File: config.mk
export PLATFORM = sky130hd
export DESIGN_NAME = uflg_top
export DESIGN_NICKNAME = d
export VERILOG_FILES = /design/src/rtl/uflg_pkg.sv /design/src/rtl/uflg_cell.sv /design/src/rtl/uflg_ctl.sv /design/src/rtl/uflg_irq.sv /design/src/rtl/uflg_top.sv
export SDC_FILE = /design/constraint.sdc
export NUM_CORES = 1
export LEC_CHECK = 0
export ABC_AREA = 0
export BUFFER_PORTS_ARGS = -buffer_cell sky130_fd_sc_hd__clkbuf_2
export CORE_MARGIN = 3
export CORE_UTILIZATION = 49
export CTS_CLUSTER_SIZE = 20
export DETAILED_ROUTE_END_ITERATION = 8
export PLACE_DENSITY = 0.82
export SYNTH_ARGS = -nofsm -noshare
export SYNTH_HDL_FRONTEND = slang
export SYNTH_SLANG_ARGS = --single-unit
File: constraint.sdc
create_clock -name clk -period 2.84 [get_ports clk]
set_input_delay 0.426 -clock clk [delete_from_list [all_inputs] [get_ports clk]]
set_output_delay 0.426 -clock clk [all_outputs]
set_load 0.02 [all_outputs]
File: src/rtl/uflg_pkg.sv
package uflg_pkg;
  localparam int NFLAG  = 8;
  localparam int NTXF   = 2;            // flags cleared by a data write (top bits)
  localparam int NERR   = 3;            // error flags with enables (bottom bits)
  localparam int ADDR_W = 2;
  localparam int DATA_W = 8;

  localparam logic [ADDR_W-1:0] A_STAT = 2'd0;
  localparam logic [ADDR_W-1:0] A_DATA = 2'd1;
  localparam logic [ADDR_W-1:0] A_ENAB = 2'd2;

  localparam int B_TXE = 7;

  typedef logic [NFLAG-1:0] flag_vec_t;
  typedef logic [NERR-1:0]  err_en_t;
endpackage

File: src/rtl/uflg_cell.sv
module uflg_cell #(
  parameter bit RST_VAL = 1'b0
) (
  input  logic clk,
  input  logic rst_n,
  input  logic set_i,
  input  logic arm_i,
  input  logic clr_i,
  output logic q_o
);
  logic q, armed;

  always_ff @(posedge clk) begin
    if (!rst_n) begin
      q     <= RST_VAL;
      armed <= 1'b0;
    end else begin
      if (arm_i)      armed <= q;
      else if (clr_i) armed <= 1'b0;
      if (set_i)               q <= 1'b1;
      else if (clr_i && armed) q <= 1'b0;
    end
  end

  assign q_o = q;

  p_set_wins_r7: assert property (@(posedge clk) disable iff (!rst_n)
    set_i |=> q);
  p_fall_after_arm_r4: assert property (@(posedge clk) disable iff (!rst_n)
    (q && !(armed && clr_i)) |=> q);
  p_unarmed_holds_r5: assert property (@(posedge clk) disable iff (!rst_n)
    (q && !armed && !arm_i) |=> q);
endmodule

File: src/rtl/uflg_ctl.sv
module uflg_ctl
  import uflg_pkg::*;
(
  input  logic              clk,
  input  logic              rst_n,
  input  logic              wr_i,
  input  logic [DATA_W-1:0] wdata_i,
  output err_en_t           en_o
);
  err_en_t en;

  always_ff @(posedge clk) begin
    if (!rst_n)    en <= '0;
    else if (wr_i) en <= wdata_i[NERR-1:0];
  end

  assign en_o = en;

  p_enables_hold_r9: assert property (@(posedge clk) disable iff (!rst_n)
    !wr_i |=> (en == $past(en)));
endmodule

File: src/rtl/uflg_irq.sv
module uflg_irq
  import uflg_pkg::*;
(
  input  flag_vec_t flags_i,
  input  err_en_t   en_i,
  input  logic      tx_en_i,
  output logic      irq_tx_o,
  output logic      irq_err_o
);
  assign irq_tx_o  = flags_i[B_TXE] & tx_en_i;
  assign irq_err_o = |(flags_i[NERR-1:0] & en_i);
endmodule

File: src/rtl/uflg_top.sv
module uflg_top
  import uflg_pkg::*;
(
  input  logic              clk,
  input  logic              rst_n,
  input  logic [NFLAG-1:0]  set_ev,
  input  logic [ADDR_W-1:0] bus_addr,
  input  logic              bus_rd,
  input  logic              bus_wr,
  input  logic [DATA_W-1:0] bus_wdata,
  output logic [DATA_W-1:0] bus_rdata,
  input  logic              tx_irq_en,
  output logic [NFLAG-1:0]  stat_q,
  output logic              irq_tx,
  output logic              irq_err
);
  logic stat_rd, data_rd, data_wr, en_wr;
  flag_vec_t flags;
  err_en_t   en;

  assign stat_rd = bus_rd && (bus_addr == A_STAT);
  assign data_rd = bus_rd && (bus_addr == A_DATA);
  assign data_wr = bus_wr && (bus_addr == A_DATA);
  assign en_wr   = bus_wr && (bus_addr == A_ENAB);

  for (genvar i = 0; i < NFLAG; i++) begin : g_flag
    if (i >= NFLAG - NTXF) begin : g_tx
      uflg_cell #(.RST_VAL(1'b1)) u_cell (
        .clk(clk), .rst_n(rst_n), .set_i(set_ev[i]),
        .arm_i(stat_rd), .clr_i(data_wr), .q_o(flags[i]));
    end else begin : g_rx
      uflg_cell #(.RST_VAL(1'b0)) u_cell (
        .clk(clk), .rst_n(rst_n), .set_i(set_ev[i]),
        .arm_i(stat_rd), .clr_i(data_rd), .q_o(flags[i]));
    end
  end

  uflg_ctl u_ctl (
    .clk(clk), .rst_n(rst_n), .wr_i(en_wr), .wdata_i(bus_wdata), .en_o(en));

  uflg_irq u_irq (
    .flags_i(flags), .en_i(en), .tx_en_i(tx_irq_en),
    .irq_tx_o(irq_tx), .irq_err_o(irq_err));

  always_comb begin
    bus_rdata = '0;
    if (bus_addr == A_STAT)      bus_rdata[NFLAG-1:0] = flags;
    else if (bus_addr == A_ENAB) bus_rdata[NERR-1:0]  = en;
  end

  assign stat_q = flags;

  p_stat_write_ignored_r10: assert property (@(posedge clk) disable iff (!rst_n)
    (bus_wr && bus_addr == A_STAT && set_ev == '0) |=> (flags == $past(flags)));
endmodule

**Yosys cells after proc, flatten, opt, wreduce, memory -nomap -nowiden**

Cells that the tools add are included.
Widths: inputs -> output; s select.

- Logic and storage cells: 71
- Register bits after elaboration: 19

- Reductions and logical operators: 24
- Equality and inequality tests: 2
- Muxes and demuxes: 25
- Bitwise gates (word level): 3

Operator list:

| kind | count |
|---|---|
| $mux 1 | 22 |
| $reduce_bool 2->1 | 8 |
| $logic_and 1x1->1 | 12 |
| $mux 3 | 2 |
| $mux 5 | 1 |
| $reduce_or 2->1 | 2 |
| $and 3x3->3 | 1 |
| $reduce_or 3->1 | 1 |
| $eq 2x1->1 const B | 1 |
| $eq 2x2->1 const B | 1 |
| $logic_not 2->1 | 1 |
| $and 1x1->1 | 1 |
| $not 1->1 | 1 |

**Longest topological paths before layout**

- Depth after elaboration: 5
- Mapped depth: 4

**Hierarchy**

From an unflattened synthesis, not the netlist that was laid out.

- Cells, all modules: 87
- Area total of the unflattened synthesis: 864.6 µm²

Modules (own cells, without submodules):

| module | area an instance (µm²) | instances | cells an instance | seq. area each (µm²) |
|---|---|---|---|---|
| uflg_cell (g_flag[0].g_rx.u_cell ...) | 76.3 | 6 | 7 | 40.0 |
| uflg_cell (g_flag[6].g_tx.u_cell ...) | 73.8 | 2 | 8 | 40.0 |
| uflg_top | 130.1 | 1 | 17 | 0.0 |
| uflg_ctl | 108.9 | 1 | 9 | 60.1 |
| uflg_irq | 20.0 | 1 | 3 | 0.0 |

**Worst setup path before layout**

Ideal clock, no wire load.

- Kind: input-to-output
- From: input bus_addr[0]
- To: output bus_rdata[3]
- Data arrival time: 0.984 ns
- Setup slack: 1.430 ns
- Data required time: 2.414 ns
- Stages on the path: 3
- Cells stage by stage: clkbuf_1 nor2_1 and2_1

- Longest elaborated chain between the ends: 2

Ends and longest elaborated chain:

| what | RTL line | source |
|---|---|---|
| from (decl) | uflg_top.sv:7 | `input logic [ADDR_W-1:0] bus_addr,` |
| $logic_not 2->1 | uflg_top.sv:47 | `if (bus_addr == A_STAT) bus_rdata[NFLAG-1:0] = flags;` |
| $mux 5 | uflg_top.sv:47 |  |
| to (decl) | uflg_top.sv:11 | `output logic [DATA_W-1:0] bus_rdata,` |

No other way between the ends.

**Worst setup path after layout**

- From: register g_flag[2].g_rx.u_cell.q
- To: output irq_err

- Longest elaborated chain between the ends: 2

Ends and longest elaborated chain:

| what | RTL line | source |
|---|---|---|
| from (decl) | uflg_cell.sv:11 | `logic q, armed;` |
| from (signal assigned) | uflg_cell.sv:15 | `q <= RST_VAL;` |
| from (signal assigned) | uflg_cell.sv:20 | `if (set_i) q <= 1'b1;` |
| from (signal assigned) | uflg_cell.sv:21 | `else if (clr_i && armed) q <= 1'b0;` |
| $and 3x3->3 | uflg_irq.sv:11 | `assign irq_err_o = \|(flags_i[NERR-1:0] & en_i);` |
| $reduce_or 3->1 | uflg_irq.sv:11 |  |
| to (decl) | uflg_top.sv:15 | `output logic irq_err` |

No other way between the ends.

==> flow_metrics.tcl <==
set metrics [dict create \
    status "finished, final reports clean" \
    vias_per_cell 4.99 \
    design_power_total_uw 501 \
    r2r_end "g_flag[1].g_rx.u_cell.armed$_SDFFE_PN0P_" \
    drtIter0Drc 14 \
    cts_repair_resize_count 0 \
    core-area_mm2 0.00176 \
    synth.cell_area_um2 932 \
    worst-path-max-fanout 5 \
    rsz0062_at_grt "no" \
    layout_common_cells "clkbuf_2 (35), dfxtp_1 (19), nand3b_1 (10), nand2_1 (10), inv_1 (9)" \
    mostFrequentLayoutCell "clkbuf_2" \
    fmax_mhz 602 \
    start_util_pct 52.8 \
    hold_depth 2 \
    clkTransAtPathRegs_ns 0.10 \
    min_period_over_period_pct 58.5 \
    io-pin-count 41 \
    portBuffers 35 \
    layout_min_cycle_time_ns 1.66 \
    synth_seq_cells 19 \
    die_h_um 49.6 \
    drv_cap 0 \
    p_leak_nw 0.517 \
    synthSimpleGateAreaFrac_pct 24.2 \
    grt_pass1_vias 686 \
    dp.cells 155 \
    worstPathArrival_ns 1.24 \
    ir_drop_uv 292 \
    place.gp.congestion 0.808 \
    drv_slew 0 \
    cts_tree "done" \
    fin_cells 159 \
    skew_ns 0.00151 \
    powerDensity_mw_per_mm2 465 \
    synth_seq_area_share_pct 40.8 \
    fin_tns_setup_ns 0 \
    synthAdderAreaFrac_pct 0 \
    setup_slack_ns 1.18 \
    die_w_um 49.6 \
    grt_pass1_wl_um 3060 \
    core.rowCount 15 \
    yosys.cell_types.count 22 \
    numCtsBuffers 3 \
    grt_max_degree 22 \
    overflow 0 \
    finalSetupViolCount 0 \
    dieArea_mm2 0.00246 \
    antenna_cells 0 \
    r2r-start "g_flag[1].g_rx.u_cell.q_o$_SDFFE_PN0P_" \
    htree_levels 1 \
    post_cts_buffers 0 \
    rrSetupSlack_ns 2.05 \
    syn_nets 131 \
    crit_path_end_kind "output port" \
    hold_class "input port to flop" \
    critPathLaunchType "flop" \
    clk_latency_ns 0.28 \
    syn_avg_cell_area_um2 8.63 \
    hold_viol 0 \
    synth_compound_area_share_pct 15.6 \
    track_usage_pct 15.7 \
    synthMuxAreaShare_pct 6.44 \
    hold_end "g_flag[6].g_tx.u_cell.q_o$_SDFFE_PP1P_" \
    clkSinkCount 19 \
    cts_root_buffer "clkbuf_4" \
    rr_worst_depth 2 \
    num_vias 794 \
    dr.pass1.iters 4 \
    drtAntennaViolNets 0 \
    relSlewSlack_pct 76.8 \
    drive_above_1_share_pct 30.6 \
    grt_antenna_before_repair 0 \
    syn_inst 108 \
    dp_slack_ns 1.18 \
    tightest_slew_ns 0.348 \
    wl_um 1840 \
    hold_start "set_ev[6]" \
    drc 0 \
    dp_hpwl_um 1400 \
    clk_path_buf_depth 2 \
    crit_type "flop to output port" \
    yosys_warnings 0 \
    synth_top_family_by_area "simple AND/OR/NAND/NOR gates" \
    syn2layout_area_growth_pct 15.6 \
    hold_buffers 0 \
    routedWlPerCell_um 11.5 \
    synthXorXnorAreaFrac_pct 0 \
    required_ns 2.41 \
    nets 158 \
]
==> cell type report <==
type / count / area, µm²
sequential: 19 / 380
fill: 181 / 687
multi-input combinational: 67 / 430
inverter: 9 / 33.8
clock buffer: 4 / 26.3
tap: 25 / 31.3
timing repair buffer: 35 / 175
==> where the power goes <==
group,total [mW],switching (mW),internal (mW)
combinational,0.0829,0.0477,0.0352
sequential,0.287,0.00957,0.278
clock,0.131,0.0763,0.0545
total,0.501,0.134,0.367
==> cell usage after synthesis (all sizes together) <==
master / instances / area (µm²)
a21boi: 6 / 45.0
nor2: 4 / 15.0
a31oi: 6 / 37.5
nand2: 11 / 43.8
and2: 6 / 37.5
nand2b: 1 / 6.26
a222oi: 1 / 10.0
mux2i: 6 / 60.1
o21ai: 8 / 40.0
o22ai: 2 / 12.5
and3b: 1 / 8.76
dfxtp: 19 / 380
buf: 10 / 76.3
clkbuf: 3 / 11.3
inv: 9 / 33.8
nor2b: 4 / 27.5
or3b: 1 / 11.3
nand3b: 10 / 75.1
==> logic make-up after synthesis <==
group / Yosys count
muxes: 6
and+or+nand+nor: 38
AOI/OAI and AO/OA: 23
buffers and inverters: 22
DFF: 19
==> worst max-delay path: stages (launching register included) <==
cell	delay [ns]
dfxtp_1	0.36
a222oi_1	0.36
inv_1	0.07
clkbuf_2	0.16
==> metal layers <==
metal  vias to the layer above  part of all wire (%)  wire length (µm)  track usage (%)
li1                        409                     -                 -                -
met1                       357                    45               819             20.9
met2                        26                    48               873             23.8
met3                         2                   6.9               127             3.02
met4                         0                  0.76                14             7.83
met5                         -                     0                 0                0
==> flip-flops by register name, summed over array words and instances (netlist names) <==
| name | flops |
|---|---|
| g_flag.g_rx.u_cell.armed | 6 |
| g_flag.g_rx.u_cell.q_o | 6 |
| u_ctl.en_o | 3 |
| g_flag.g_tx.u_cell.armed | 2 |
| g_flag.g_tx.u_cell.q_o | 2 |
==> stage by stage <==
step	cell area (µm²)	hold WS (ns)	util, %
floorplan	932	0.414	-
global placement	1050	0.421	59.6
detailed placement	1050	0.429	59.6
CTS	1080	0.315	61.1
global route	1080	0.314	61.1
finish	1080	0.319	61.1
==> worst max-delay path by stage <==
stage | endpoint | startpoint | cells after the start | slack (ns)
finish | irq_err | g_flag[2].g_rx.u_cell.q_o$_SDFFE_PN0P_ | 3 | 1.18
global route | irq_err | g_flag[2].g_rx.u_cell.q_o$_SDFFE_PN0P_ | 3 | 1.02
CTS | irq_err | g_flag[2].g_rx.u_cell.q_o$_SDFFE_PN0P_ | 3 | 1.17
detailed placement | bus_rdata[4] | bus_addr[1] | 4 | 1.18
global placement | bus_rdata[4] | bus_addr[1] | 4 | 1.18
floorplan | bus_rdata[3] | bus_addr[0] | 3 | 1.43
No activity file was read; power rests on OpenSTA's default activity.
